## src/rtl/jtag_flash_bufprog.sv

```systemverilog
module jtag_flash_bufprog #(
  parameter int DW = 16,
  parameter int WORDS = 16,
  parameter int AW = 23,
  parameter logic [3:0] IR_BUF = 4'h8,
  parameter logic [3:0] IR_ADR = 4'h9,
  parameter logic [DW-1:0] CMD_LOAD = 'h00E8,
  parameter logic [DW-1:0] CMD_GO = 'h00D0
) (
  input  logic          tck,
  input  logic          tms,
  input  logic          tdi,
  input  logic          trst_n,
  output logic          tdo,
  input  logic          fl_rdy,
  input  logic [DW-1:0] fl_dq_in,
  output logic [AW-1:0] fl_addr,
  output logic [DW-1:0] fl_dq_out,
  output logic          fl_ce_n,
  output logic          fl_we_n,
  output logic          fl_oe_n
);
  localparam int BL  = DW * WORDS;
  localparam int NW  = WORDS + 3;
  localparam int IW  = $clog2(NW);
  localparam int WSW = $clog2(WORDS);
  localparam logic [3:0] IR_BYP = 4'hF;

  typedef enum logic [3:0] {
    T_TLR, T_IDLE, T_SDR, T_CDR, T_SHDR, T_E1DR, T_PDR, T_E2DR, T_UDR,
    T_SIR, T_CIR, T_SHIR, T_E1IR, T_PIR, T_E2IR, T_UIR
  } tap_t;

  typedef enum logic [2:0] {S_IDLE, S_SET, S_PUL, S_HLD, S_WAIT} seq_t;

  tap_t tap, tap_nx;
  logic [3:0] ir, ir_sh;
  logic [BL-1:0] sh_buf, que, act;
  logic [AW-1:0] sh_adr, base, act_base;
  logic byp, que_v, ovf;
  seq_t seq;
  logic [IW-1:0] idx;

  always_comb begin
    case (tap)
      T_TLR:  tap_nx = tms ? T_TLR  : T_IDLE;
      T_IDLE: tap_nx = tms ? T_SDR  : T_IDLE;
      T_SDR:  tap_nx = tms ? T_SIR  : T_CDR;
      T_CDR:  tap_nx = tms ? T_E1DR : T_SHDR;
      T_SHDR: tap_nx = tms ? T_E1DR : T_SHDR;
      T_E1DR: tap_nx = tms ? T_UDR  : T_PDR;
      T_PDR:  tap_nx = tms ? T_E2DR : T_PDR;
      T_E2DR: tap_nx = tms ? T_UDR  : T_SHDR;
      T_UDR:  tap_nx = tms ? T_SDR  : T_IDLE;
      T_SIR:  tap_nx = tms ? T_TLR  : T_CIR;
      T_CIR:  tap_nx = tms ? T_E1IR : T_SHIR;
      T_SHIR: tap_nx = tms ? T_E1IR : T_SHIR;
      T_E1IR: tap_nx = tms ? T_UIR  : T_PIR;
      T_PIR:  tap_nx = tms ? T_E2IR : T_PIR;
      T_E2IR: tap_nx = tms ? T_UIR  : T_SHIR;
      T_UIR:  tap_nx = tms ? T_SDR  : T_IDLE;
      default: tap_nx = T_TLR;
    endcase
  end

  wire sel_buf = (ir == IR_BUF);
  wire sel_adr = (ir == IR_ADR);
  wire busy    = (seq != S_IDLE) || que_v;
  wire upd_buf = (tap == T_UDR) && sel_buf;
  wire upd_adr = (tap == T_UDR) && sel_adr;
  wire take    = (seq == S_IDLE) && que_v;
  wire last_wd = (idx == IW'(NW - 1));

  always_ff @(posedge tck or negedge trst_n) begin
    if (!trst_n) begin
      tap    <= T_TLR;
      ir     <= IR_BYP;
      ir_sh  <= '0;
      sh_buf <= '0;
      sh_adr <= '0;
      byp    <= 1'b0;
    end else begin
      tap <= tap_nx;
      case (tap)
        T_TLR:  ir <= IR_BYP;
        T_CIR:  ir_sh <= 4'b0001;
        T_SHIR: ir_sh <= {tdi, ir_sh[3:1]};
        T_UIR:  ir <= ir_sh;
        T_CDR: begin
          if (sel_buf)      sh_buf <= BL'({fl_dq_in, ovf, busy});
          else if (sel_adr) sh_adr <= base;
          else              byp <= 1'b0;
        end
        T_SHDR: begin
          if (sel_buf)      sh_buf <= {tdi, sh_buf[BL-1:1]};
          else if (sel_adr) sh_adr <= {tdi, sh_adr[AW-1:1]};
          else              byp <= tdi;
        end
        default: ;
      endcase
    end
  end

  assign tdo = (tap == T_SHIR) ? ir_sh[0] :
               sel_buf ? sh_buf[0] :
               sel_adr ? sh_adr[0] : byp;

  always_ff @(posedge tck or negedge trst_n) begin
    if (!trst_n) begin
      que      <= '0;
      que_v    <= 1'b0;
      ovf      <= 1'b0;
      act      <= '0;
      act_base <= '0;
      base     <= '0;
      seq      <= S_IDLE;
      idx      <= '0;
    end else begin
      if (tap == T_TLR) ovf <= 1'b0;
      if (upd_buf) begin
        if (que_v && !take) ovf <= 1'b1;
        else begin
          que   <= sh_buf;
          que_v <= 1'b1;
        end
      end else if (take) begin
        que_v <= 1'b0;
      end

      case (seq)
        S_IDLE: if (que_v) begin
          act      <= que;
          act_base <= base;
          idx      <= '0;
          seq      <= S_SET;
        end
        S_SET: seq <= S_PUL;
        S_PUL: seq <= S_HLD;
        S_HLD: begin
          if (last_wd) seq <= S_WAIT;
          else begin
            idx <= idx + 1'b1;
            seq <= S_SET;
          end
        end
        S_WAIT: if (fl_rdy) seq <= S_IDLE;
        default: seq <= S_IDLE;
      endcase

      if (upd_adr) base <= sh_adr;
      else if (seq == S_WAIT && fl_rdy) base <= base + AW'(WORDS);
    end
  end

  wire in_word = (seq == S_SET) || (seq == S_PUL) || (seq == S_HLD);
  wire is_data = (idx >= IW'(2)) && (idx < IW'(WORDS + 2));
  wire [WSW-1:0] wsel = is_data ? WSW'(idx - IW'(2)) : '0;

  assign fl_ce_n   = !in_word;
  assign fl_we_n   = (seq != S_PUL);
  assign fl_oe_n   = 1'b1;
  assign fl_addr   = is_data ? act_base + AW'(wsel) : act_base;
  assign fl_dq_out = !in_word          ? '0 :
                     (idx == '0)       ? CMD_LOAD :
                     (idx == IW'(1))   ? DW'(WORDS - 1) :
                     is_data           ? act[wsel*DW +: DW] : CMD_GO;


  we_pulse_chk: assert property (@(posedge tck) disable iff (!trst_n)
    !fl_we_n |=> fl_we_n);

  we_ce_chk: assert property (@(posedge tck) disable iff (!trst_n)
    !fl_we_n |-> !fl_ce_n);

  setup_chk: assert property (@(posedge tck) disable iff (!trst_n)
    $fell(fl_we_n) |-> ($stable(fl_addr) && $stable(fl_dq_out) && $stable(fl_ce_n)));

  hold_chk: assert property (@(posedge tck) disable iff (!trst_n)
    $rose(fl_we_n) |-> ($stable(fl_addr) && $stable(fl_dq_out) && !fl_ce_n));

  rdy_wait_chk: assert property (@(posedge tck) disable iff (!trst_n)
    (seq == S_WAIT && !fl_rdy) |=> (seq == S_WAIT && fl_we_n));

  que_hold_chk: assert property (@(posedge tck) disable iff (!trst_n)
    (que_v && seq != S_IDLE) |=> que_v);

  ovf_sticky_chk: assert property (@(posedge tck) disable iff (!trst_n)
    (ovf && tap != T_TLR) |=> ovf);
endmodule

```

## config.mk

```make
export PLATFORM = sky130hd
export DESIGN_NAME = jtag_flash_bufprog
export DESIGN_NICKNAME = d
export VERILOG_FILES = /design/src/rtl/jtag_flash_bufprog.sv
export SDC_FILE = /design/constraint.sdc
export NUM_CORES = 1
export LEC_CHECK = 0
export BUFFER_PORTS_ARGS = -buffer_cell sky130_fd_sc_hd__buf_2
export CORE_MARGIN = 2
export CORE_UTILIZATION = 33
export CTS_BUF_LIST = sky130_fd_sc_hd__clkbuf_4 sky130_fd_sc_hd__clkbuf_8
export CTS_CLUSTER_SIZE = 28
export DETAILED_ROUTE_END_ITERATION = 10
export MAX_ROUTING_LAYER = met4
export PLACE_DENSITY = 0.52
export SETUP_SLACK_MARGIN = 0.15
export SLEW_MARGIN = 20
export SYNTH_ARGS = -nofsm -noshare
export SYNTH_HDL_FRONTEND = slang
export SYNTH_SLANG_ARGS = --single-unit
```

## constraint.sdc

```tcl
create_clock -name tck -period 3.2 [get_ports tck]
set_input_delay 0 -clock tck [delete_from_list [all_inputs] [get_ports tck]]
set_output_delay 0 -clock tck [all_outputs]
set_load 0.02 [all_outputs]
```

---- Word level (Yosys, flattened, before mapping) ----
Index checks and enable logic that the tools add are counted.
storage, ports and cells
  latch bits .............................. 0
  input bits .............................. 21
  memories ................................ 0
  register bits ........................... 860
  output and inout port bits .............. 43
  logic and storage cells ................. 142
  memory bits (read-only) ................. 0
  bits in writable memories ............... 0
operators by class
  eq/ne operators ......................... 36
  div/mod/pow operators ................... 0
  $lt $le $gt $ge ......................... 2
  add/subtract/negate cells ............... 4
  shifts and indexed selects .............. 1
  muxes and demuxes ....................... 52
  multiply operators ...................... 0
  reductions and logical operators ........ 32
  bitwise gates (word level) .............. 1
operators by type and width
  kind                     count
  $mux W256                2
  $pmux W256 S2            1
  $shiftx A256 B9 Y16      1
  $mux W23                 7
  $mux W16                 4
  $pmux W4 S12             1
  $pmux W23 S2             1
  $eq A4 B4 Y1 const B     10
  $ne A2 B2 Y1 const B     12
  $add A23 B4 Y23          1
  $add A23 B5 Y23 const B  1
  $mux W4                  5
  $eq A4 B3 Y1 const B     4
  $mux W1                  16
  $pmux W4 S2              2
  $mux W3                  5
  $pmux W3 S5              1
  $reduce_bool A2 Y1       6
  $mux W5                  2
  $pmux W5 S2              1
  $reduce_and A5 Y1        2
  $eq A4 B2 Y1 const B     2
  $reduce_and A2 Y1        4
  $eq A3 B2 Y1 const B     2
  other kinds (23)         35

---- Logic depth before layout (Yosys ltp) ----
Gate-level depths: netlist of the first run.
  depth in word-level cells ............... 8
  depth in mapped cells ................... 16

---- Least setup slack after synthesis of the first run ----
Ideal clock, no wire load.
  path kind ............................... register to output
  from .................................... register idx[1]
  to ...................................... output port fl_addr[22]
  data arrival time ....................... 3,760 ps
  buffers on the path ..................... 3
  stages on the path, launching flop included .. 17
  path slack .............................. -560 ps
  cell sequence ........................... dfrtp_1 -> clkbuf_1 -> inv_1 -> ha_1 -> nand2b_4 -> or3_4 -> clkbuf_1 -> nand2_2 -> buf_1 -> xnor2_1 -> ha_1 -> o22ai_1 -> a21boi_0 -> o21a_1 -> nand4_1 -> nor2_1 -> xor2_1
on the way
  cells in the longest elaborated chain, start to end .. 5
  elaborated cells on any way between the ends .. 7
  classes of those cells .................. 2 x add/sub; 2 x order compare; 2 x mux; 1 x reduce/logical
RTL lines
  what                                                 line  text
  start: declaration                                   42    logic [IW-1:0] idx;
  start signal: assignment                             142   idx <= idx + 1'b1;
  $ge A5 B2 Y1 / $lt A5 B5 Y1 (equally long branches)  156   wire is_data = (idx >= IW'(2)) && (idx < IW'(WORDS + 2));
  $logic_and A1 B1 Y1                                  156
  $mux W4                                              157   wire [WSW-1:0] wsel = is_data ? WSW'(idx - IW'(2)) : '0;
  $add A23 B4 Y23                                      162   assign fl_addr = is_data ? act_base + AW'(wsel) : act_base;
  $mux W23 *                                           162
  end: declaration                                     17    output logic [AW-1:0] fl_addr,
Every way passes the cells marked *; elsewhere a longest branch is shown, timed or not.

---- Worst setup path after layout of the first run ----
  from .................................... register idx[2]
  to ...................................... output port fl_dq_out[4]
on the way
  cells in the longest elaborated chain, start to end .. 8
  elaborated cells on any way between the ends .. 12
  classes of those cells .................. 1 x add/sub; 2 x order compare; 1 x eq/ne; 1 x shift; 5 x mux; 2 x reduce/logical
RTL lines
  what                                                 line  text
  $ge A5 B2 Y1 / $lt A5 B5 Y1 (equally long branches)  156
  $logic_and A1 B1 Y1                                  156
  $mux W4                                              157
  $shiftx A256 B9 Y16                                  166   is_data ? act[wsel*DW +: DW] : CMD_GO;
  $mux W16                                             166
  $mux W16                                             165   (idx == IW'(1)) ? DW'(WORDS - 1) :
  $mux W16 *                                           164   (idx == '0) ? CMD_LOAD :
  $mux W16 *                                           163   assign fl_dq_out = !in_word ? '0 :
  end: declaration                                     18    output logic [DW-1:0] fl_dq_out,
Marked as above.

==> results of run 1 <==
==> power breakdown <==
group | leakage, nW | switching (mW) | internal, mW
Sequential | 11.8 | 0.480 | 11.2
Clock | 1.62 | 4.56 | 5.60
Combinational | 7.33 | 6.73 | 5.11
==> critical path, cell delays in order (launching register included) <==
cell and delay, ns:
dfrtp_2 0.46, inv_4 0.10, ha_4 0.16, nand2b_4 0.08, or3_4 0.48, nand2_8 0.15, buf_12 0.12, buf_12 0.11
buf_16 0.14, mux4_2 0.58, nand3_2 0.12, a211oi_2 0.07, buf_4 0.18, buf_6 0.13
==> how the worst max path moves through the flow <==
stage	to	cells past startpoint	from	slack (ns)
6_report	fl_dq_out[4]	13	idx[2]	-0.50
5_1_grt	fl_addr[20]	13	idx[1]	-0.63
4_1_cts	fl_dq_out[4]	11	idx[1]	-0.51
3_5_place_dp	fl_dq_out[10]	12	idx[2]	-0.05
3_3_place_gp	fl_dq_out[10]	12	idx[2]	0.04
2_1_floorplan	fl_addr[20]	16	idx[1]	0.11
==> flip-flops by register name (all words and copies together) (netlist names), 3 cells and up <==
name and count:
idx 5, base 23, que 256, sh_buf 256
act_base 23, ir 4, sh_adr 23, ir_sh 4
tap 4, act 256, seq 3
==> timing repair <==
action	in CTS	in global routing
setup endpoints to repair	39	39
pin swaps	60	54
hold buffers	28	0
cloned	5	4
setup buffers	21	41
hold endpoints to repair	771	0
resized for setup	199	116
==> metal layers <==
| metal | vias up | share of wire [%] |
|---|---|---|
| li1 | 9924 | - |
| met1 | 11900 | 47 |
| met2 | 589 | 45 |
| met3 | 168 | 6.1 |
| met4 | 0 | 2.6 |
| met5 | - | 0 |
==> metrics by stage <==
step	TNS, ns	power (mW)	cell area [sq um]
global route	-17.64	35.1	43300
finish	-13.09	33.7	43300
detailed placement	-0.0967	19.2	37800
global placement	0	19.1	37800
CTS	-14.05	31.7	42200
floorplan	0	16.1	35500
==> cells in the final DEF (no fill, tap or decap), types with 8 or more instances in the layout <==
cell,count
dfrtp_1,853
buf_2,23
a21oi_4,10
a21oi_2,13
nand2_1,100
a221o_1,9
mux2i_4,14
nand4_1,16
buf_12,38
a22o_1,240
clkbuf_4,55
mux2_2,547
o22ai_2,12
dlygate4sd3_1,27
buf_4,116
xnor2_1,15
nand3_1,19
o21ai_2,9
a211oi_2,16
nor2_1,80
buf_6,35
clkbuf_8,171
xor2_1,20
a221oi_1,12
mux2i_1,79
and3_1,24
a21oi_1,62
o21ai_0,46
clkinv_2,17
a211oi_1,15
nor2b_1,8
xnor2_2,8
==> logic make-up after synthesis <==
logic type,after synthesis
mux,647
other cells,1
buf+inv,198
fa+ha+maj,11
simple gates,321
compound gates,498
flops,860
xor+xnor,47
==> final cells by class <==
type                       count  area share [%]
clock inverter                32           0.609
multi-input combinational   1526            32.8
timing repair buffer         253            6.30
clock buffer                 225            6.35
antenna                        2          0.0116
inverter                      11           0.153
sequential                   860            49.7
tap                         1403            4.05
==> impl_results.md, run 1 <==
- Worst skew pair latency: 0.84 ns
- Max FO, Critical Path: 6
- Die Height: 332 um
- Max Clock Freq: 270 MHz
- Post-synth EDFFs: 0
- Initial Utilization: 33.2%
- Vias/cell: 5.24
- Synth area leader: dfrtp_1
- HP Class: in2reg
- Slew HR: 45.1%
- FP Rows: 120
- Final hold vios: 0
- Synth async-reset ratio: 100%
- Worst hold slack: 0.0631 ns
- First-pass GRT wire length: 145000 um
- Layout Nets: 2830
- P_leak: 20.8 nW
- Final Cycle Share: 116%
- Max-Cap Viols: 0
- Layout cell share with drive strength beyond 1: 41.7%
- Netlist Area Pre-Place: 35400 sq um
- Status: finished with violations
- Crit path required time: 3.20 ns
- Kind of critical path: reg2out
- # DRC: 0
- Largest net degree at the start of global routing: 123
- Simple-gate share of the synthesized area: 4.29%
- RSZ-0062 raised after global routing: yes
- Reg2Reg Capture Point: que[102]
- Post-synth top area share: 60.5%
- Cts bufs inserted: 146
- GRT busiest layer: met2
- Hold path cells: 4
- Root Buffer: clkbuf_8
- Gpl congestion: 0.881
- Portion of netlist area occupied by mux cells: 20.4%
- CP startpoint kind: flip-flop
- Register area share after synthesis: 60.8%
- Synth Area in Compound Gates: 10.5%
- WL/cell: 22.1 um
- Met3 Use GR: 4.96%
- Initial antenna violation count: 2
- Worst Max-Slew Pin Slew: 0.817 ns
- Synth Area in XOR/XNOR: 1.16%
- H-tree levels: 4
- CTS tree: done
- Synth-to-layout area growth: 22.3%
- Post-DP HPWL: 58500 um
- Clock slew at reported path FFs: 0.06 ns
- Most common cell in the netlist: dfrtp_1
- Die footprint: 110000 sq um
- Skew final: 0.0444 ns
- Yosys cell types: 59
- Worst r2r path cells: 6
- Pre-antenna DRT Iters: 6
- Setup violators final: 37
- IO buf count: 62
- GRT Total Usage: 17.5%
- Met1 Usage GRT: 23.9%
- Fillers: 9842
- Reg-to-reg startpoint: ir[3]
- Worst hold start: fl_dq_in[8]
- Avg Cell Area, Syn: 13.7 sq um
- Arr. time, crit path: 3.70 ns
- Crit path time final: 3.70 ns
- Sinks on Clock Net: 860
- Area contributors post-synth: dfrtp_1 60%, mux2_2 17%, a22o_1 5.9%
- Placed cells: 3954
- Die Wd: 332 um
- Max Slew Vio Count: 0
- Vias in the first global route: 23200
- I/O pins: 64
- Routed Antenna Nets: 0
- YS warnings: 0
- Hold endpoint: sh_buf[10]
- Synth Area in Adders: 0.389%
- Synth Flop Type: dfrtp_1
- Final wirelength: 95100 um
- Largest family of logic cells by synthesized area: multiplexers
- Worst reg2reg setup slack: 0.47 ns
- Clock buffer depth: 3
- Setup WS pre-CTS: -0.0504 ns
- Core area: 107000 sq um
- Cell Count, Final, Fillers Out: 4312
- Met2 Usage GRT: 24.9%
- Area of the multi-input gates: 14200 sq um
- Cells after synthesis: 2583
- Failing checks: setup timing
- Vias: 22600
- Crit end category: output port
- Final Util: 40.6%
- Syn nets: 2615
- Total gr overflow: 0
- Power Density: 778 nW/um^2
- FF+latch count, synth: 860
- Worst setup margin: -0.505 ns
- Max IR drop VDD: 1.00 mV
- DRT iter0 DRCs: 1830
- Most frequent cells after synthesis: 856 x dfrtp_1, 548 x mux2_2, 240 x a22o_1
- Sequential Area: 21500 sq um
No activity file was read; power rests on OpenSTA's default activity.
==> inputs of run 2 (changes only) <==
- CORE_UTILIZATION: 33 -> 59
- PLACE_DENSITY: 0.52 -> 0.82
==> run 2 against run 1 <==
  * The run still ends with setup timing left
  * Flip-flop and latch count unchanged
  * Cell count down 16%
  * Clock power about the same
  * Register-to-register slack worse by 0.03 ns
  * Design area down 5.5%
  * Global-route usage up 11 points
  * Sequential power about the same
  * Setup slack better by 0.062 ns
  * Maximum frequency up 1.7%
  * Critical path type unchanged
  * Largest cell class unchanged
==> impl_results.md, run 2 (same netlist as run 1, synthesis figures left out) <==
- Worst skew pair latency: 0.80 ns (-0.04 ns)
- DRT iter0 DRCs: 1986 (+8.5%)
- Arr. time, crit path: 3.64 ns (-0.06 ns)
- Cts bufs inserted: 137 (-6.2%)
- Crit path required time: 3.20 ns (about the same)
- Register share of total power: 39.1% (+4.4 points)
- Post-DP HPWL: 51500 um (-12%)
- Root Buffer: clkbuf_8
- Most common cell after layout, fill and taps aside: dfrtp_1
- CP startpoint kind: flip-flop
- I/O pins: 64 (unchanged)
- Power, Total: 30.0 mW (-11%)
- Cell Count, Final, Fillers Out: 3611 (-16%)
- IO buf count: 62 (unchanged)
- Vias/cell: 6.25 (+19%)
- Max-Cap Viols: 0 (unchanged)
- Regs by FF count: act: 256 flops, que: 256 flops, sh_buf: 256 flops
- Worst reg2reg setup slack: 0.44 ns (-0.03 ns)
- Routed Antenna Nets: 0 (unchanged)
- Reg2Reg Capture Point: que[191]
- Initial antenna violation count: 1 (-1)
- Placed cells: 3312 (-16%)
- FP Rows: 89 (-26%)
- Sinks on Clock Net: 860 (unchanged)
- Pre-antenna DRT Iters: 6 (unchanged)
- Crit end category: output port
- Final hold vios: 0 (unchanged)
- H-tree levels: 4 (unchanged)
- Gpl congestion: 0.958 (+8.7%)
- Max Clock Freq: 275 MHz (+1.7%)
- Setup violators final: 37 (unchanged)
- Final wirelength: 84100 um (-12%)
- Max Slew Vio Count: 0 (unchanged)
- Net Sw Power: 9.94 mW (-16%)
- Worst setup margin: -0.443 ns (+0.0618 ns)
- RSZ-0062 raised after global routing: yes
- Clock buffer depth: 3 (unchanged)
- Skew final: 0.0320 ns (-0.0124 ns)
- Reg-to-reg startpoint: ir[3]
- Status: finished with violations
- Internal power: 20.0 mW (-8.7%)
- Kind of critical path: reg2out
- Slew HR: 39.8% (-5.4 points)
- HP Class: in2async
- Comb pwr share: 27.6% (-7.5 points)
- # DRC: 0 (unchanged)
- Clock slew at reported path FFs: 0.06 ns (about the same)
- Clock power frac: 33.4% (+3.3 points)
- Die Height: 249 um (-25%)
- GRT Total Usage: 28.3% (+11 points)
- Layout Nets: 2763 (-2.4%)
- Initial Utilization: 59.9% (+27 points)
- Vias in the first global route: 23200 (+0.35%)
- Worst Max-Slew Pin Slew: 0.894 ns (+0.0773 ns)
- Largest net degree at the start of global routing: 139 (+13%)
- P_leak: 20.2 nW (-3.0%)
- First-pass GRT wire length: 133000 um (-8.3%)
- Switch share: 33.2% (-1.8 points)
- Origin of the worst setup path: idx[1]
- Failing checks: setup timing
- Die footprint: 62000 sq um (-44%)
- Vias: 22600 (-0.097%)
- CTS tree: done
- Power Density: 732 nW/um^2 (-5.9%)
- Core area: 59100 sq um (-45%)
- Total gr overflow: 0 (unchanged)
- Layout cell share with drive strength beyond 1: 37.3% (-4.4 points)
- Synth-to-layout area growth: 15.6%
- Die Wd: 249 um (-25%)
- Final Cycle Share: 114% (-1.9 points)
- Max IR drop VDD: 0.765 mV (-24%)
- Crit path time final: 3.64 ns (-0.0618 ns)
- Fillers: 3794 (-61%)
- Worst r2r path cells: 6 (unchanged)
- Max FO, Critical Path: 9 (+3)
- Most frequent cells in the layout: 853 x dfrtp_1, 548 x mux2_2, 240 x a22o_1
- WL/cell: 23.3 um (+5.6%)
-- run 2: cell count changes in the layout (fill, tap and decap cells not counted), moves of 12 or more --
cell      before  now
buf_2         23   36
mux2i_1       79   93
buf_6         35   12
buf_4        116   87
buf_12        38   26
clkbuf_4      55   41
mux2i_4       14    0
-- run 2: power by group through the flow --
| stage | sequential, mW | clock (mW) | combinational [mW] |
|---|---|---|---|
| after global routing | 11.7 | 10.7 | 8.68 |
| final | 11.7 | 10.0 | 8.27 |
| after detailed placement | 11.9 | 0 | 6.72 |
| after floorplan | 11.6 | 0 | 4.46 |
| after CTS | 11.7 | 10.2 | 7.61 |
| after global placement | 11.8 | 0 | 6.56 |
-- run 2: layout make-up --
type	count	area [sq um]	share of cell area (%)
diodes	1	2.50	0.00611
clock buffers	215	2700	6.60
clock inverters	30	278	0.679
inverters	11	53.8	0.131
multi-input cells	1525	13500	33.0
flip-flops and latches	860	21500	52.6
well taps	773	967	2.36
repair buffers	196	1890	4.63
-- run 2: layer usage --
metal | routed length, um | vias up | GRT usage (%)
met5 | 0 | - | -
met3 | 5670 | 174 | 6.58
met1 | 36200 | 11800 | 38.2
li1 | - | 9792 | -
met4 | 2420 | 0 | 10.4
met2 | 39800 | 775 | 42.4
-- run 2: worst max-delay path, cell delays in order, from the launching register on --
cell,delay [ns]
dfrtp_2,0.46
inv_8,0.08
ha_4,0.16
nand2b_4,0.10
or3_4,0.41
nand2_4,0.16
inv_6,0.07
buf_6,0.15
nand2_8,0.11
o32ai_1,0.09
a211o_1,0.34
a311oi_4,0.39
buf_4,0.18
buf_2,0.15
-- run 2: worst max-delay path by stage --
| stage | cells after the start | end | slack (ns) |
|---|---|---|---|
| floorplan | 16 | fl_addr[20] | 0.11 |
| global placement | 13 | fl_dq_out[6] | 0.006 |
| detailed placement | 13 | fl_dq_out[6] | -0.08 |
| CTS | 11 | fl_dq_out[6] | -0.40 |
| global route | 15 | fl_addr[22] | -0.56 |
| finish | 13 | fl_dq_out[6] | -0.44 |
-- run 2: metrics by stage --
stage | hold slack [ns] | worst slack, ns | utilization [%] | TNS (ns) | area (sq um)
floorplan | -0.296 | 0.114 | - | 0 | 35500
global placement | 0.144 | 0.00578 | 62.4 | 0 | 36900
CTS | 0.0201 | -0.402 | 68.9 | -10.63 | 40700
detailed placement | 0.148 | -0.0816 | 62.4 | -0.0816 | 36900
global route | 0.0658 | -0.562 | 69.2 | -14.72 | 40900
finish | 0.0903 | -0.443 | 69.2 | -10.07 | 40900
-- run 2: what timing repair did --
item	4_1_cts	5_1_grt
buffers inserted	10	10
gates resized for setup	101	28
hold buffers	31	0
pin swaps	32	15
endpoints found under the setup margin	38	38
cloned	2	0
endpoints found under the hold margin	784	0
